## src/rtl/mw_eeprom_pkg.sv

```systemverilog
package mw_eeprom_pkg;

  localparam int MW_WORD_W = 16;

  typedef enum logic [1:0] {
    OP_SUB   = 2'b00,
    OP_WRITE = 2'b01,
    OP_READ  = 2'b10,
    OP_ERASE = 2'b11
  } mwOp_t;

  typedef enum logic [1:0] {
    SUB_WDIS = 2'b00,
    SUB_WALL = 2'b01,
    SUB_EALL = 2'b10,
    SUB_WEN  = 2'b11
  } mwSub_t;

  // strobes from control to datapath, valid for one clock
  typedef struct packed {
    logic shiftAddr;
    logic shiftData;
    logic loadRead;
    logic advRead;
    logic progWord;
    logic progAll;
    logic useOnes;
  } mwStrobe_t;

endpackage

```

## src/rtl/mw_eeprom_dpath.sv

```systemverilog
module mw_eeprom_dpath
  import mw_eeprom_pkg::*;
#(
  parameter int ADDR_W    = 6,
  parameter int ADDR_CLKS = 6
) (
  input  logic      clk,
  input  logic      rstN,
  input  logic      serIn,
  input  mwStrobe_t strobe,
  output logic      dataBit
);

  localparam int WORDS = 1 << ADDR_W;
  localparam int BIT_W = $clog2(MW_WORD_W);

  logic [ADDR_CLKS-1:0] addrSh;
  logic [ADDR_CLKS-1:0] nextAddr;
  logic [MW_WORD_W-1:0] dataSh;
  logic [MW_WORD_W-1:0] outSh;
  logic [MW_WORD_W-1:0] progVal;
  logic [BIT_W-1:0]     outPos;
  logic [ADDR_W-1:0]    rdAddr;
  logic [ADDR_W-1:0]    nextRd;
  logic [ADDR_W-1:0]    hdrIdx;
  logic [ADDR_W-1:0]    progIdx;
  logic [MW_WORD_W-1:0] mem [WORDS];

  assign nextAddr = {addrSh[ADDR_CLKS-2:0], serIn};
  assign hdrIdx   = nextAddr[ADDR_W-1:0];
  assign progIdx  = addrSh[ADDR_W-1:0];
  assign progVal  = strobe.useOnes ? '1 : dataSh;
  assign nextRd   = rdAddr + 1'b1;
  assign dataBit  = outSh[MW_WORD_W-1];

  // one storage row per word
  for (genvar w = 0; w < WORDS; w++) begin : gRow
    always_ff @(posedge clk) begin
      if (!rstN) begin
        mem[w] <= '1;
      end else if (strobe.progAll ||
                   (strobe.progWord && progIdx == ADDR_W'(w))) begin
        mem[w] <= progVal;
      end
    end
  end

  always_ff @(posedge clk) begin
    if (!rstN) begin
      addrSh <= '0;
      dataSh <= '0;
      outSh  <= '0;
      outPos <= '0;
      rdAddr <= '0;
    end else begin
      if (strobe.shiftAddr) addrSh <= nextAddr;
      if (strobe.shiftData) dataSh <= {dataSh[MW_WORD_W-2:0], serIn};
      if (strobe.loadRead) begin
        rdAddr <= hdrIdx;
        outSh  <= mem[hdrIdx];
        outPos <= '0;
      end else if (strobe.advRead) begin
        if (outPos == BIT_W'(MW_WORD_W - 1)) begin
          rdAddr <= nextRd;
          outSh  <= mem[nextRd];
          outPos <= '0;
        end else begin
          outSh  <= {outSh[MW_WORD_W-2:0], 1'b0};
          outPos <= outPos + 1'b1;
        end
      end
    end
  end

endmodule

```

## src/rtl/mw_eeprom_ctrl.sv

```systemverilog
module mw_eeprom_ctrl
  import mw_eeprom_pkg::*;
#(
  parameter int ADDR_CLKS   = 6,
  parameter int PROG_CYCLES = 200000
) (
  input  logic      clk,
  input  logic      rstN,
  input  logic      chipSel,
  input  logic      serClk,
  input  logic      serIn,
  input  logic      dataBit,
  output mwStrobe_t strobe,
  output logic      serOut,
  output logic      serOutEn,
  output logic      progBusy,
  output logic      welLatch
);

  localparam int HDR_BITS  = 2 + ADDR_CLKS;
  localparam int FULL_BITS = HDR_BITS + MW_WORD_W;
  localparam int FRAME_MAX = FULL_BITS + 1;
  localparam int CNT_W     = $clog2(FRAME_MAX + 1);
  localparam int TMR_W     = $clog2(PROG_CYCLES + 1);

  logic             csPrev, skPrev;
  logic             frameOn, readActive, statusShow;
  logic [CNT_W-1:0] cnt;
  mwOp_t            op;
  mwSub_t           sub;
  logic [TMR_W-1:0] tmr;
  logic             skRise, csFall, csRise, busy;
  logic             startHit, bitHit, welSet, welClr;
  logic             hdrOnly, withData;

  assign skRise   = chipSel & serClk & ~skPrev;
  assign csFall   = ~chipSel & csPrev;
  assign csRise   = chipSel & ~csPrev;
  assign busy     = (tmr != '0);
  assign startHit = skRise & ~frameOn & ~busy & serIn;
  assign bitHit   = skRise & frameOn;
  assign hdrOnly  = (cnt == CNT_W'(HDR_BITS));
  assign withData = (cnt == CNT_W'(FULL_BITS));

  always_comb begin
    strobe = '0;
    welSet = 1'b0;
    welClr = 1'b0;
    if (bitHit) begin
      if (cnt >= CNT_W'(2) && cnt < CNT_W'(HDR_BITS)) strobe.shiftAddr = 1'b1;
      if (cnt == CNT_W'(HDR_BITS - 1) && op == OP_READ) strobe.loadRead = 1'b1;
      if (readActive) strobe.advRead = 1'b1;
      if (cnt >= CNT_W'(HDR_BITS) && cnt < CNT_W'(FULL_BITS)) strobe.shiftData = 1'b1;
    end
    if (csFall && frameOn) begin
      unique case (op)
        OP_WRITE: strobe.progWord = withData & welLatch;
        OP_ERASE: begin
          strobe.progWord = hdrOnly & welLatch;
          strobe.useOnes  = 1'b1;
        end
        OP_READ: ;
        OP_SUB: begin
          unique case (sub)
            SUB_WALL: strobe.progAll = withData & welLatch;
            SUB_EALL: begin
              strobe.progAll = hdrOnly & welLatch;
              strobe.useOnes = 1'b1;
            end
            SUB_WEN:  welSet = hdrOnly;
            SUB_WDIS: welClr = hdrOnly;
          endcase
        end
      endcase
    end
  end

  always_ff @(posedge clk) begin
    if (!rstN) begin
      csPrev     <= 1'b0;
      skPrev     <= 1'b0;
      frameOn    <= 1'b0;
      readActive <= 1'b0;
      statusShow <= 1'b0;
      cnt        <= '0;
      op         <= OP_SUB;
      sub        <= SUB_WDIS;
      tmr        <= '0;
      welLatch   <= 1'b0;
    end else begin
      csPrev <= chipSel;
      skPrev <= serClk;
      if (busy) tmr <= tmr - 1'b1;
      if (strobe.progWord || strobe.progAll) tmr <= TMR_W'(PROG_CYCLES);
      if (welSet) welLatch <= 1'b1;
      if (welClr) welLatch <= 1'b0;
      if (!chipSel) begin
        frameOn    <= 1'b0;
        readActive <= 1'b0;
        statusShow <= 1'b0;
      end else begin
        if (csRise && busy) statusShow <= 1'b1;
        if (startHit) begin
          frameOn    <= 1'b1;
          cnt        <= '0;
          statusShow <= 1'b0;
        end else if (bitHit) begin
          if (cnt != CNT_W'(FRAME_MAX)) cnt <= cnt + 1'b1;
          if (cnt == CNT_W'(0)) op  <= mwOp_t'({serIn, 1'b0});
          if (cnt == CNT_W'(1)) op  <= mwOp_t'({op[1], serIn});
          if (cnt == CNT_W'(2)) sub <= mwSub_t'({serIn, 1'b0});
          if (cnt == CNT_W'(3)) sub <= mwSub_t'({sub[1], serIn});
          if (strobe.loadRead) readActive <= 1'b1;
        end
      end
    end
  end

  assign progBusy = busy;
  assign serOut   = statusShow ? ~busy : dataBit;
  assign serOutEn = chipSel & (statusShow | readActive);

endmodule

```

## src/rtl/mw_eeprom.sv

```systemverilog
module mw_eeprom
  import mw_eeprom_pkg::*;
#(
  parameter int ADDR_W      = 6,
  parameter int ADDR_CLKS   = 6,
  parameter int PROG_CYCLES = 200000
) (
  input  logic clk,
  input  logic rstN,
  input  logic chipSel,
  input  logic serClk,
  input  logic serIn,
  output logic serOut,
  output logic serOutEn
);

  mwStrobe_t strobe;
  logic      dataBit;
  logic      progBusy;
  logic      welLatch;

  mw_eeprom_ctrl #(
    .ADDR_CLKS  (ADDR_CLKS),
    .PROG_CYCLES(PROG_CYCLES)
  ) ctrl_i (
    .clk     (clk),
    .rstN    (rstN),
    .chipSel (chipSel),
    .serClk  (serClk),
    .serIn   (serIn),
    .dataBit (dataBit),
    .strobe  (strobe),
    .serOut  (serOut),
    .serOutEn(serOutEn),
    .progBusy(progBusy),
    .welLatch(welLatch)
  );

  mw_eeprom_dpath #(
    .ADDR_W   (ADDR_W),
    .ADDR_CLKS(ADDR_CLKS)
  ) dpath_i (
    .clk    (clk),
    .rstN   (rstN),
    .serIn  (serIn),
    .strobe (strobe),
    .dataBit(dataBit)
  );

endmodule

```

## config.mk

```make
export PLATFORM = sky130hd
export DESIGN_NAME = mw_eeprom
export DESIGN_NICKNAME = d
export VERILOG_FILES = /design/src/rtl/mw_eeprom_pkg.sv /design/src/rtl/mw_eeprom_dpath.sv /design/src/rtl/mw_eeprom_ctrl.sv /design/src/rtl/mw_eeprom.sv
export SDC_FILE = /design/constraint.sdc
export NUM_CORES = 2
export LEC_CHECK = 0
export ABC_CLOCK_PERIOD_IN_PS = 3700
export BUFFER_PORTS_ARGS = -buffer_cell sky130_fd_sc_hd__buf_2
export CAP_MARGIN = 20
export CORE_ASPECT_RATIO = 0.75
export CORE_UTILIZATION = 30
export CTS_CLUSTER_DIAMETER = 80
export CTS_CLUSTER_SIZE = 28
export DETAILED_ROUTE_END_ITERATION = 8
export GPL_TIMING_DRIVEN = 1
export PLACE_DENSITY_LB_ADDON = 0.08
export REMOVE_ABC_BUFFERS = 1
export SYNTH_ARGS = -nofsm -noshare
export SYNTH_HDL_FRONTEND = slang
export SYNTH_SLANG_ARGS = --single-unit
```

## constraint.sdc

```tcl
create_clock -name clk -period 3.7 [get_ports clk]
set_clock_uncertainty 0.05 [all_clocks]
set_input_delay 0.74 -clock clk [delete_from_list [all_inputs] [get_ports clk]]
set_output_delay 0.74 -clock clk [all_outputs]
set_load 0.01 [all_outputs]
```

==> impl_metrics.env <==
export IMPL_slew_viol_final=0
export IMPL_maxCapViolations=0
export IMPL_final_common_cell="nand2_1"
export IMPL_dr_first_iter_drc_count=5161
export IMPL_wirelength_um=239000
export IMPL_ys_seq_area_frac=0.570
export IMPL_first_pass_iters=6
export IMPL_cts_sinks=1105
export IMPL_rsz0062_at_grt="no"
export IMPL_outcome="complete, no violations"
export IMPL_synth_top_family_by_area="multiplexers"
export IMPL_start_util=0.304
export IMPL_gr_usage_all_layers=0.249
export IMPL_hold_viol=0
export IMPL_die_area_mm2=0.191
export IMPL_end_kind="primary output"
export IMPL_drive_gt1_frac=0.277
export IMPL_cts_clk_slew_worst_paths_ns=0.11
export IMPL_synth_top_cells_by_area="edfxtp_1 (54%), mux4_2 (22%), nand2_1 (7.8%), dfxtp_1 (2.9%), mux2i_1 (1.7%)"
export IMPL_tritoncts="built"
export IMPL_htree_levels=3
export IMPL_critPathKind="flip-flop to primary output"
export IMPL_wl_per_cell_um=35.7
export IMPL_synth_distinct_cells=63
export IMPL_setup_tns_ns=0
export IMPL_core_area_mm2=0.187
export IMPL_synthArstFlopShare=0
export IMPL_synth_mux_area_frac=0.242
export IMPL_ys_ff_latch=1105
export IMPL_required_ns=2.91
export IMPL_ant_nets=0
export IMPL_grt_overflow_total=0
export IMPL_syn_to_final_growth_pct=15.5
export IMPL_synth_largest_area_cell="edfxtp_1"
export IMPL_cts_made_buffers=67
export IMPL_finalSetupViolations=0
export IMPL_hold_buffers=0
export IMPL_grt_pass1_wl_um=328000
export IMPL_vias=38266
export IMPL_postSynthAreaPerCell_um2=13.9
export IMPL_syn_inst=4095
export IMPL_max_freq_mhz=284
export IMPL_drc=0
export IMPL_period_needed_ns=3.53
export IMPL_irDropWorstVdd_mv=0.355
export IMPL_rows=137
export IMPL_power_uw=26300
export IMPL_die_h_um=379
export IMPL_grt_antenna_before_repair=19
export IMPL_synth_area_mm2=0.0568
export IMPL_synth_compound_area_share=0.0435
export IMPL_synth_simple_area_share=0.106
export IMPL_cts_resized=1
export IMPL_die_x_um=504
export IMPL_io_buffer_count=6
export IMPL_arrival_ns=2.74
export IMPL_p_per_area_mw_per_mm2=400
export IMPL_yosysWarnings=0
export IMPL_grt_max_degree=77
export IMPL_synth_top_area_frac=0.542
export IMPL_post_cts_buffers=0
export IMPL_nets=4144
export IMPL_vias_per_cell=5.73
export IMPL_worst_pin_slew_ns=1.15
export IMPL_synth_adder_area_share=0.00308
export IMPL_leakage_uw=0.0197
export IMPL_dpl_hpwl_um=159000
export IMPL_hold_class="input port to flip-flop"
export IMPL_cts_root_buf="clkbuf_16"
export IMPL_synthXorXnorAreaFrac=0.00432
export IMPL_final_cell_mix="nand2_1 (1186), edfxtp_1 (1024), mux4_2 (560), buf_4 (213), nor2_1 (152)"
export IMPL_crit_path_start_kind="flip-flop"
export IMPL_post_route_period_util=0.953
export IMPL_synth_enable_flop_cells=1024
export IMPL_clock_latency_ns=0.73
export IMPL_clk_path_buf_depth=3
export IMPL_io_pins=7
export IMPL_grt_pass1_vias=36199
export IMPL_synth_top_flop_cell="edfxtp_1"
export IMPL_max_slew_margin=0.232
export IMPL_path_max_fanout=5
export IMPL_gp_congestion=0.907
==> power by group <==
part,internal [uW],switching [uW]
sequential,14300,416
combinational,1000,1330
clock,3990,5260
total,19200,7010
==> state kept, by name, summed over array words and instances (netlist names) <==
signal and flops:
dpath_i.dataSh 16, dpath_i.rdAddr 6, dpath_i.outPos 4, ctrl_i.statusShow 1, ctrl_i.readActive 1, dpath_i.addrSh 6, ctrl_i.skPrev 1, ctrl_i.csPrev 1
ctrl_i.sub 2, ctrl_i.frameOn 1, ctrl_i.tmr 18, ctrl_i.cnt 5, dpath_i.mem 1024, ctrl_i.welLatch 1, ctrl_i.op 2, dpath_i.outSh 16
==> layer usage <==
metal	GRT usage	routed length [um]	share of wire	vias to the layer above
li1	-	-	-	15669
met1	0.394	115000	0.48	20604
met2	0.336	95500	0.40	1787
met3	0.0657	23400	0.098	200
met4	0.0455	4510	0.019	6
met5	0	39	0.00016	-
==> per-stage QoR <==
step / setup slack (ns) / hold slack [ns] / instance area [um2] / cells / util
3_5_place_dp: 0.234 / 0.411 / 63100 / 6558 / 0.337
2_1_floorplan: -15.20 / 0.376 / 55100 / 3697 / -
6_report: 0.173 / 0.166 / 65600 / 6682 / 0.351
4_1_cts: 0.103 / 0.119 / 65600 / 6678 / 0.351
5_1_grt: 0.0295 / 0.138 / 65600 / 6679 / 0.351
3_3_place_gp: 0.212 / 0.398 / 63100 / 6556 / 0.337
==> cells by family (layout without fill, tap and decap cells) <==
| family | Yosys count | in the layout |
|---|---|---|
| AO/OA/AOI/OAI | 360 | 360 |
| adder cells (fa/ha/maj) | 14 | 14 |
| multiplexers | 672 | 672 |
| flip-flops | 1105 | 1105 |
| XOR/XNOR | 28 | 28 |
| other | 0 | 4 |
| AND/OR/NAND/NOR | 1501 | 1501 |
| buffers and inverters | 415 | 496 |
==> worst max-delay path: stages (launching register included) <==
cell,delay (ns)
dfxtp_1,0.34
inv_1,0.09
ha_1,0.21
or4b_1,0.55
or2_1,0.30
nor3_2,0.20
mux2_2,0.20
buf_2,0.12
==> worst paths after layout <==
check,depth (start not counted),to,from,slack (ns)
setup / recovery,7,serOut,ctrl_i.tmr[0]$_SDFFE_PP0P_,0.17
hold / removal,2,ctrl_i.skPrev$_SDFF_PN0_,serClk,0.17
setup reg to reg,8,dpath_i.outSh[1]$_SDFFE_PN0P_,dpath_i.rdAddr[0]$_SDFFE_PN0P_,0.18
hold reg to reg,2,dpath_i.outSh[0]$_SDFFE_PN0P_,dpath_i.outSh[0]$_SDFFE_PN0P_,0.44
==> layout make-up <==
cell class,count,area (um2)
clock buffers,69,1710
flip-flops and latches,1105,32400
well taps,2502,3130
inverters,17,63.8
multi-input cells,2575,23100
clock inverters,51,731
diodes,4,10.0
fillers,17760,121000
repair buffers,359,4430
==> Yosys cell counts, types with 35 or more instances <==
cell type	instances
mux2i_1	99
o21a_1	66
dfxtp_1	81
buf_1	35
clkbuf_1	213
nand2_1	1186
o221ai_1	36
o21ai_0	92
nor2_1	170
buf_2	137
edfxtp_1	1024
mux4_2	560
a21oi_1	52
Power figures use the tool's default switching activity.
